[src/rtl/vic_pkg.sv]
package vic_pkg;
  typedef enum logic [1:0] {
    STK_IDLE = 2'd0,
    STK_PUSH = 2'd1,
    STK_POP  = 2'd2
  } stk_op_e;
endpackage

[src/rtl/vic_sync_edge.sv]
module vic_sync_edge #(
  parameter int unsigned STAGES = 2
) (
  input  logic clk,
  input  logic rst_n,
  input  logic async_i,
  output logic rise_o
);
  logic [STAGES-1:0] chain_q;
  logic              last_q;

  always_ff @(posedge clk or negedge rst_n) begin
    if (!rst_n) begin
      chain_q <= '0;
      last_q  <= 1'b0;
    end else begin
      chain_q <= {chain_q[STAGES-2:0], async_i};
      last_q  <= chain_q[STAGES-1];
    end
  end

  assign rise_o = chain_q[STAGES-1] & ~last_q;


  single_rise_chk: assert property (@(posedge clk) disable iff (!rst_n)
    rise_o |=> !rise_o);
endmodule

[src/rtl/vic_srcregs.sv]
module vic_srcregs #(
  parameter int unsigned NSRC = 4
) (
  input  logic            clk,
  input  logic            rst_n,
  input  logic [NSRC-1:0] rise_i,
  input  logic [NSRC-1:0] clr_i,
  input  logic            ien_we,
  input  logic [NSRC-1:0] ien_wdata,
  output logic [NSRC-1:0] flags_o,
  output logic [NSRC-1:0] ien_o
);
  always_ff @(posedge clk or negedge rst_n) begin
    if (!rst_n) begin
      flags_o <= '0;
      ien_o   <= '0;
    end else begin
      flags_o <= (flags_o & ~clr_i) | rise_i;
      if (ien_we) ien_o <= ien_wdata;
    end
  end


  flag_hold_chk: assert property (@(posedge clk) disable iff (!rst_n)
    1'b1 |=> (($past(flags_o & ~clr_i) & ~flags_o) == '0));


  flag_set_chk: assert property (@(posedge clk) disable iff (!rst_n)
    (|rise_i) |=> (($past(rise_i) & ~flags_o) == '0));
endmodule

[src/rtl/vic_stack.sv]
module vic_stack
  import vic_pkg::*;
#(
  parameter int unsigned DEPTH = 8,
  parameter int unsigned W     = 12
) (
  input  logic         clk,
  input  logic         rst_n,
  input  stk_op_e      op_i,
  input  logic [W-1:0] push_data,
  output logic [W-1:0] top_o
);
  localparam int unsigned PW = $clog2(DEPTH);
  localparam int unsigned CW = $clog2(DEPTH + 1);
  localparam logic [PW-1:0] PLAST = PW'(DEPTH - 1);
  localparam logic [CW-1:0] CFULL = CW'(DEPTH);

  logic [W-1:0]  mem_q [DEPTH];
  logic [PW-1:0] ptr_q;
  logic [PW-1:0] ptr_dec;
  logic [PW-1:0] ptr_inc;
  logic [CW-1:0] cnt_q;

  assign ptr_inc = (ptr_q == PLAST) ? '0 : ptr_q + 1'b1;
  assign ptr_dec = (ptr_q == '0) ? PLAST : ptr_q - 1'b1;

  always_ff @(posedge clk or negedge rst_n) begin
    if (!rst_n) begin
      ptr_q <= '0;
      cnt_q <= '0;
    end else begin
      case (op_i)
        STK_PUSH: begin
          ptr_q <= ptr_inc;
          if (cnt_q != CFULL) cnt_q <= cnt_q + 1'b1;
        end
        STK_POP: begin
          if (cnt_q != '0) begin
            ptr_q <= ptr_dec;
            cnt_q <= cnt_q - 1'b1;
          end
        end
        default: ;
      endcase
    end
  end

  generate
    for (genvar g = 0; g < DEPTH; g++) begin : g_slot
      always_ff @(posedge clk or negedge rst_n) begin
        if (!rst_n) mem_q[g] <= '0;
        else if (op_i == STK_PUSH && ptr_q == PW'(g)) mem_q[g] <= push_data;
      end
    end
  endgenerate

  assign top_o = (cnt_q != '0) ? mem_q[ptr_dec] : '0;


  cnt_bound_chk: assert property (@(posedge clk) disable iff (!rst_n)
    cnt_q <= CFULL);


  pop_dec_chk: assert property (@(posedge clk) disable iff (!rst_n)
    (op_i == STK_POP && cnt_q != '0) |=> cnt_q == $past(cnt_q) - 1'b1);


  push_inc_chk: assert property (@(posedge clk) disable iff (!rst_n)
    (op_i == STK_PUSH && cnt_q != CFULL) |=> cnt_q == $past(cnt_q) + 1'b1);
endmodule

[src/rtl/vic_ctrl.sv]
module vic_ctrl
  import vic_pkg::*;
#(
  parameter int unsigned NSRC     = 4,
  parameter int unsigned PC_W     = 12,
  parameter int unsigned STK_DEP  = 8,
  parameter int unsigned VEC_ADDR = 4,
  parameter int unsigned SYNC_STG = 2
) (
  input  logic            clk,
  input  logic            rst_n,
  input  logic [NSRC-1:0] evt_async,
  input  logic [NSRC-1:0] flag_clr,
  input  logic            ien_we,
  input  logic [NSRC-1:0] ien_wdata,
  input  logic            gie_set,
  input  logic            gie_clr,
  input  logic            instr_bound,
  input  logic [PC_W-1:0] cur_pc,
  input  logic            reti,
  output logic [NSRC-1:0] flags_o,
  output logic [NSRC-1:0] ien_o,
  output logic            gie_o,
  output logic            take_o,
  output logic [PC_W-1:0] vec_o,
  output logic [PC_W-1:0] ret_addr_o
);
  localparam logic [PC_W-1:0] VEC = PC_W'(VEC_ADDR);

  logic [NSRC-1:0] rise;
  logic            pend_any;
  stk_op_e         stk_op;

  generate
    for (genvar s = 0; s < NSRC; s++) begin : g_src
      vic_sync_edge #(.STAGES(SYNC_STG)) u_sync (
        .clk    (clk),
        .rst_n  (rst_n),
        .async_i(evt_async[s]),
        .rise_o (rise[s])
      );
    end
  endgenerate

  vic_srcregs #(.NSRC(NSRC)) u_regs (
    .clk      (clk),
    .rst_n    (rst_n),
    .rise_i   (rise),
    .clr_i    (flag_clr),
    .ien_we   (ien_we),
    .ien_wdata(ien_wdata),
    .flags_o  (flags_o),
    .ien_o    (ien_o)
  );

  assign pend_any = |(flags_o & ien_o);
  assign take_o   = instr_bound & gie_o & pend_any & ~reti;
  assign vec_o    = VEC;

  always_comb begin
    if (reti)        stk_op = STK_POP;
    else if (take_o) stk_op = STK_PUSH;
    else             stk_op = STK_IDLE;
  end

  always_ff @(posedge clk or negedge rst_n) begin
    if (!rst_n)       gie_o <= 1'b0;
    else if (take_o)  gie_o <= 1'b0;
    else if (reti)    gie_o <= 1'b1;
    else if (gie_clr) gie_o <= 1'b0;
    else if (gie_set) gie_o <= 1'b1;
  end

  vic_stack #(.DEPTH(STK_DEP), .W(PC_W)) u_stack (
    .clk      (clk),
    .rst_n    (rst_n),
    .op_i     (stk_op),
    .push_data(cur_pc),
    .top_o    (ret_addr_o)
  );


  take_gie_off_chk: assert property (@(posedge clk) disable iff (!rst_n)
    take_o |=> !gie_o);


  reti_gie_on_chk: assert property (@(posedge clk) disable iff (!rst_n)
    reti |=> gie_o);


  take_push_chk: assert property (@(posedge clk) disable iff (!rst_n)
    take_o |=> ret_addr_o == $past(cur_pc));


  gie_clr_chk: assert property (@(posedge clk) disable iff (!rst_n)
    (gie_clr && !reti) |=> !gie_o);
endmodule

[config.mk]
export PLATFORM = sky130hd
export DESIGN_NAME = vic_ctrl
export DESIGN_NICKNAME = d
export VERILOG_FILES = /design/src/rtl/vic_pkg.sv /design/src/rtl/vic_sync_edge.sv /design/src/rtl/vic_srcregs.sv /design/src/rtl/vic_stack.sv /design/src/rtl/vic_ctrl.sv
export SDC_FILE = /design/constraint.sdc
export NUM_CORES = 1
export LEC_CHECK = 0
export ABC_AREA = 1
export BUFFER_PORTS_ARGS = -buffer_cell sky130_fd_sc_hd__buf_2
export CAP_MARGIN = 15
export CORE_ASPECT_RATIO = 1.2
export CORE_MARGIN = 10
export CORE_UTILIZATION = 59
export DETAILED_ROUTE_END_ITERATION = 12
export PLACE_DENSITY = 0.8
export SYNTH_ARGS = -nofsm -noshare
export SYNTH_HDL_FRONTEND = slang
export SYNTH_SLANG_ARGS = --single-unit
[constraint.sdc]
create_clock -name clk -period 2.5 [get_ports clk]
set_input_delay 0.125 -clock clk [delete_from_list [all_inputs] [get_ports clk]]
set_output_delay 0.125 -clock clk [all_outputs]
set_load 0.005 [all_outputs]
# Word-level counts from Yosys, hierarchy flattened
# Index checks and enable logic that the tools add are counted.
# Widths: inputs -> output; s select.
[classes] n_addsub=4 magnitude_cmp=1 eq_ne=12 n_mux=17 bitwise=17 reduce_logical=15
[op_table] operator="$bmux 12 s3" count=1
[op_table] operator="$mux 12" count=3
[op_table] operator="$eq 3x3->1 const B" count=4
[op_table] operator="$mux 3" count=3
[op_table] operator="$and 4x4->4" count=2
[op_table] operator="$logic_and 1x1->1" count=8
[op_table] operator="$mux 4" count=2
[op_table] operator="$pmux 4 s2" count=1
[op_table] operator="$reduce_bool 4->1" count=2
[op_table] operator="$and 1x1->1" count=7
[op_table] operator="$eq 3x2->1 const B" count=2
[op_table] operator="$pmux 3 s2" count=1
[op_table] operator="$mux 1" count=5
[op_table] operator="$not 1->1" count=5
[op_table] operator="$add 4x1->4 const B" count=1
[op_table] operator="$ge 4x4->1 const B" count=1
[op_table] operator="$ne 2x1->1 const B" count=2
[op_table] operator="$ne 4x4->1 const B" count=1
[op_table] operator="$not 3->4" count=1
[op_table] operator="$not 4->4" count=1
[op_table] operator="$or 4x4->4" count=1
[op_table] operator="$reduce_or 4->1" count=1
[op_table] operator="$sub 4x1->4 const B" count=1
[op_table] operator="$add 3x1->3 const B" count=1
[op_table] operator="other kinds (9)" count=9
[word_totals] register_bits=124 input_bits=31 output_inout_bits=34 wordCells=87

# Logic depth before layout (Yosys ltp)
[logic_depth] word_depth=9 mapped_depth=13 depth_no_buf=10

# Cells and area by module
# Synthesis repeated with hierarchy kept, for this count alone.
[hier_totals] hier_cells=792 area_unflattened_um2=6135.9
[modules_own_cells] mod="vic_stack" instances=1 cells_each=707 area_per_inst_um2=5306.3 seq_area_each_um2=2577.5
[modules_own_cells] mod="vic_sync_edge" instances=4 cells_each=5 area_per_inst_um2=85.1 seq_area_each_um2=75.1
[modules_own_cells] mod="vic_srcregs" instances=1 cells_each=37 area_per_inst_um2=309.0 seq_area_each_um2=200.2
[modules_own_cells] mod="vic_ctrl" instances=1 cells_each=28 area_per_inst_um2=180.2 seq_area_each_um2=25.0

# Least setup slack after synthesis
# Ideal clock, no wire load.
[synth_timing] kind="reg2out" start="register u_stack.ptr_q[0]" end="output port ret_addr_o[3]" arrival_ps=2029 t_required_ps=2375 slack_ps=346 stages_incl_launch_ff=14 path_buffers=3 path_cell_list="dfrtp_1 -> clkbuf_1 -> inv_1 -> clkbuf_1 -> ha_1 -> nand2_2 -> nand2_1 -> buf_2 -> nand2_1 -> nand3_1 -> nand2_1 -> nand2_1 -> nand2_1 -> nor2_1"
[synth_between] elab_chain_len=7 elab_cells_between_ends=8 cone_classes="add/sub (1); mux (5); bitwise (1); reduce/logical (1)"
[synth_rtl] item="start: declaration" line_no="vic_stack.sv:19" rtl="logic [PW-1:0] ptr_q;"
[synth_rtl] item="start signal: assignment" line_no="vic_stack.sv:34" rtl="ptr_q <= ptr_inc;"
[synth_rtl] item="start signal: assignment" line_no="vic_stack.sv:39" rtl="ptr_q <= ptr_dec;"
[synth_rtl] item="$sub 3x1->3 or $logic_not 3->1 (tied branches)" line_no="vic_stack.sv:25" rtl="assign ptr_dec = (ptr_q == '0) ? PLAST : ptr_q - 1'b1;"
[synth_rtl] item="$mux 3 *" line_no="vic_stack.sv:25"
[synth_rtl] item="$not 3->4 (not written as such) *" line_no="vic_stack.sv:57" rtl="assign top_o = (cnt_q != '0) ? mem_q[ptr_dec] : '0;"
[synth_rtl] item="$bmux 12 s3 *" line_no="vic_stack.sv:57"
[synth_rtl] item="$mux 12 (not written as such) * (2 in series)" line_no="vic_stack.sv:57"
[synth_rtl] item="$mux 12 *" line_no="vic_stack.sv:57"
[synth_rtl] item="end: declaration" line_no="vic_ctrl.sv:26" rtl="output logic [PC_W-1:0] ret_addr_o"
# Every way passes the cells marked *; elsewhere a longest branch is shown, timed or not. The select of a mux whose other input is x is not followed.

# Final worst setup path
# Ends and elaborated chain as after synthesis.

==> impl_metrics.ini <==
[yosys]
synth_seq_cells = 124
register_area_share_after_synthesis_pct = 53.0
post_synth_edffs = 0
synthCells = 711
post-synth-top-area-cell = dfrtp_1
synth_area_um2 = 5850
ys.flop_type = dfrtp_1
number_of_distinct_library_cell_variants_in_the_gate_level_netlist_after_synthesis = 28
synthDominantCellAreaShare_pct = 53.0
yosysWarnings = 0
post_synthesis_async_set_or_reset_flop_share_pct = 100
yosys-top-cells-area = dfrtp_1 53%, nand2_1 14%, o21ai_0 8.7%
syn_area_per_cell_um2 = 8.23

[global_routing]
track_usage_pct = 22.5
grt_first_pass_wirelength_mm = 26.0
first_global_vias = 5290
grt_antenna_before_repair = 0
grt_start_max_net_pins = 57
globalRouteOverflowTotal = 0

[layout]
fin_nets = 818
finalInstanceArea_um2 = 6950
area_growth_synth_to_finish_pct = 18.7
drive_gt1_share_pct = 15.2
final_cell_mix = 216 x nand2_1, 124 x dfrtp_1, 102 x o21ai_0
diodes = 0
layout.cells.most_common = nand2_1
sequential_cell_area_um2 = 3100
nFillCells = 726
final_cell_count_without_fillers = 912
multi_input_comb_area_um2 = 2370

[setup_path]
cp_data_arrival_time_ps = 2240
timing.rr.end = u_stack.mem_q[8]
timing.critical_path.required_ps = 2380
crit_path_top_delay_cell = dfrtp_1
r2r_slack_ps = 540
setup.worst_path.end_class = output port
worstPathCellList = inv_2 > ha_2 > nand2_4 > nand2_4 > buf_12 > nand2_1 > nand3_1 > nand2_1 > nand2_1 > nand2_1 > nor2_1 > buf_2
critical-path-top-cell-by-count = nand2_1
r2r_start = u_stack.ptr_q[0]
timing.critical_path.fanout_max = 22
worst-r2r-cell-count = 6
setup.worst_path.start_class = flop
critPathMaxStageDelay_ps = 390
crit_buf_inv = 3
timing_worst_setup_path_type = reg -> out
crit_family = simple AND/OR/NAND/NOR gates

[outcome]
outcome = complete, no violations

[clocking]
cts.sink_count = 124
ctsRootBufferMaster = clkbuf_16
clk_pin_slew_ps = 60
htreeDepth = 4
clk-insertion-delay-late_ps = 410
cts_buffer_depth = 2
cts_buffers = 17
cts_tree = built

[floorplanning]
std_cell_rows = 39
fp.dieArea_um2 = 14300
core-area_um2 = 9610
num_io_pins = 65
starting_density_of_the_core_pct = 60.9
floorplan.die.height_um = 129
fp.dieW_um = 111

[sta]
number_of_slew_limit_violations_in_the_final_report = 0
final_min_period_over_clock_period_pct = 94.5
final.setup_skew_ps = 5.63
slew_headroom_pct = 52.4
setup-tns-final_ps = 0
clock.fmax_mhz = 423
report.final.setup_viol = 0
final_period_minus_worst_setup_slack_ps = 2360
setup_ws_ps = 137
finalHoldViolCount = 0
slew_at_the_pin_closest_to_its_max_slew_limit_ps = 714

[place]
half_perimeter_wire_length_after_detailed_placement_mm = 10.1
place_congestion = 0.898
dpl_cell_area_um2 = 6200
place.detailed.instances = 866
pre_cts_ws_ps = 371
io_buffers = 52

[detailed_routing]
totalWireLength_mm = 16.3
final_antenna_net_count = 0
via_count_of_the_routed_design = 5251
drt-pass1-iter-count = 5
drt-wirelength-per-cell_um = 17.9
drt_drc_violations_left = 0
avgViaCountPerCell = 5.76
drtIter0Drc = 587

[min_path]
min_path_cells = 3
min_to = gie_o
hold_path_startpoint = gie_set
hold_class = in -> reg

[power_and_ir_drop]
cellPowerDensity_nw_per_um2 = 1430
ir_worst_vdd_mv = 0.789
power_leakage_nw = 3.54
final_total_pwr_mw = 9.94

[run]
drv.max_cap_violation_count = 0
[worst max path at each step]
stage / startpoint / endpoint / slack, ps / cells after the start
global route: u_stack.ptr_q[0] / ret_addr_o[10] / -7 / 10
finish: u_stack.ptr_q[0] / ret_addr_o[3] / 140 / 12
detailed placement: u_stack.ptr_q[0] / ret_addr_o[2] / 370 / 12
floorplan: u_stack.ptr_q[0] / ret_addr_o[3] / 350 / 13
CTS: u_stack.ptr_q[1] / ret_addr_o[2] / 20 / 12
global placement: u_stack.ptr_q[0] / ret_addr_o[2] / 450 / 12
[power breakdown]
| part | total [mW] | internal (mW) | switching [mW] |
|---|---|---|---|
| sequential | 3.17 | 2.72 | 0.452 |
| combinational | 4.50 | 1.67 | 2.83 |
| clock | 2.27 | 1.43 | 0.839 |
| total | 9.94 | 5.82 | 4.12 |
[sequential cells by signal, indices dropped and copies added, names as in the netlist]
register	cells
u_stack.cnt_q	4
u_stack.ptr_q	3
u_stack.mem_q	96
g_src.u_sync.last_q	4
u_regs.ien_o	4
u_regs.flags_o	4
gie_o	1
g_src.u_sync.chain_q	8
[what timing repair did]
| action | CTS | global route |
|---|---|---|
| hold endpoints to repair | 65 | 0 |
| setup endpoints to repair | 5 | 12 |
| hold buffers | 14 | 0 |
| buffers inserted | 0 | 0 |
| gates resized for setup | 2 | 11 |
| gates cloned | 0 | 1 |
[routing by layer]
layer	global-route usage, %	share of wire (%)
met2	37.5	49
met3	6.56	8.7
met1	25.3	38
met5	0	0
met4	13.3	4.3
[tightest hold or removal path: cells and delay by family]
kind / cells / cell delay [ps]
compound gates: 2 / 190
buf+inv: 1 / 80
[cell usage after synthesis (4+ instances only)]
cell      count
dfrtp_1     124
inv_1        43
ha_1          9
o21ai_0     102
nand2_1     218
a21oi_1       7
nand3b_1      7
clkbuf_1     16
inv_2         4
buf_2        18
nor2_1       34
nand3_1      83
buf_4        14
o22ai_1       6
mux2_2        4
nand4_1       7
[through the flow]
stage               hold slack, ps  utilization [%]
finish                        31.8             72.3
global route                  47.0             72.3
CTS                           24.1             71.7
detailed placement             217             64.5
global placement               212             64.5
floorplan                     -171                -
[cells by family after synthesis]
group                      after synthesis  synth area share, %
adders and majority gates               10                 2.27
xor gates and xnor gates                 2                0.299
AOI/OAI and AO/OA                      118                 10.3
and+or+nand+nor                        354                 25.6
other                                    2                0.128
buffers and inverters                   97                 7.63
DFF                                    124                 53.0
muxes                                    4                0.770
[area by class of cell]
class	instances	share of cell area (%)
inverters	47	2.58
repair buffers	87	8.56
well taps	123	2.22
multi-input cells	500	34.1
flip-flops and latches	124	44.7
clock inverters	8	0.973
clock buffers	23	6.88
No activity file was read; power rests on OpenSTA's default activity.
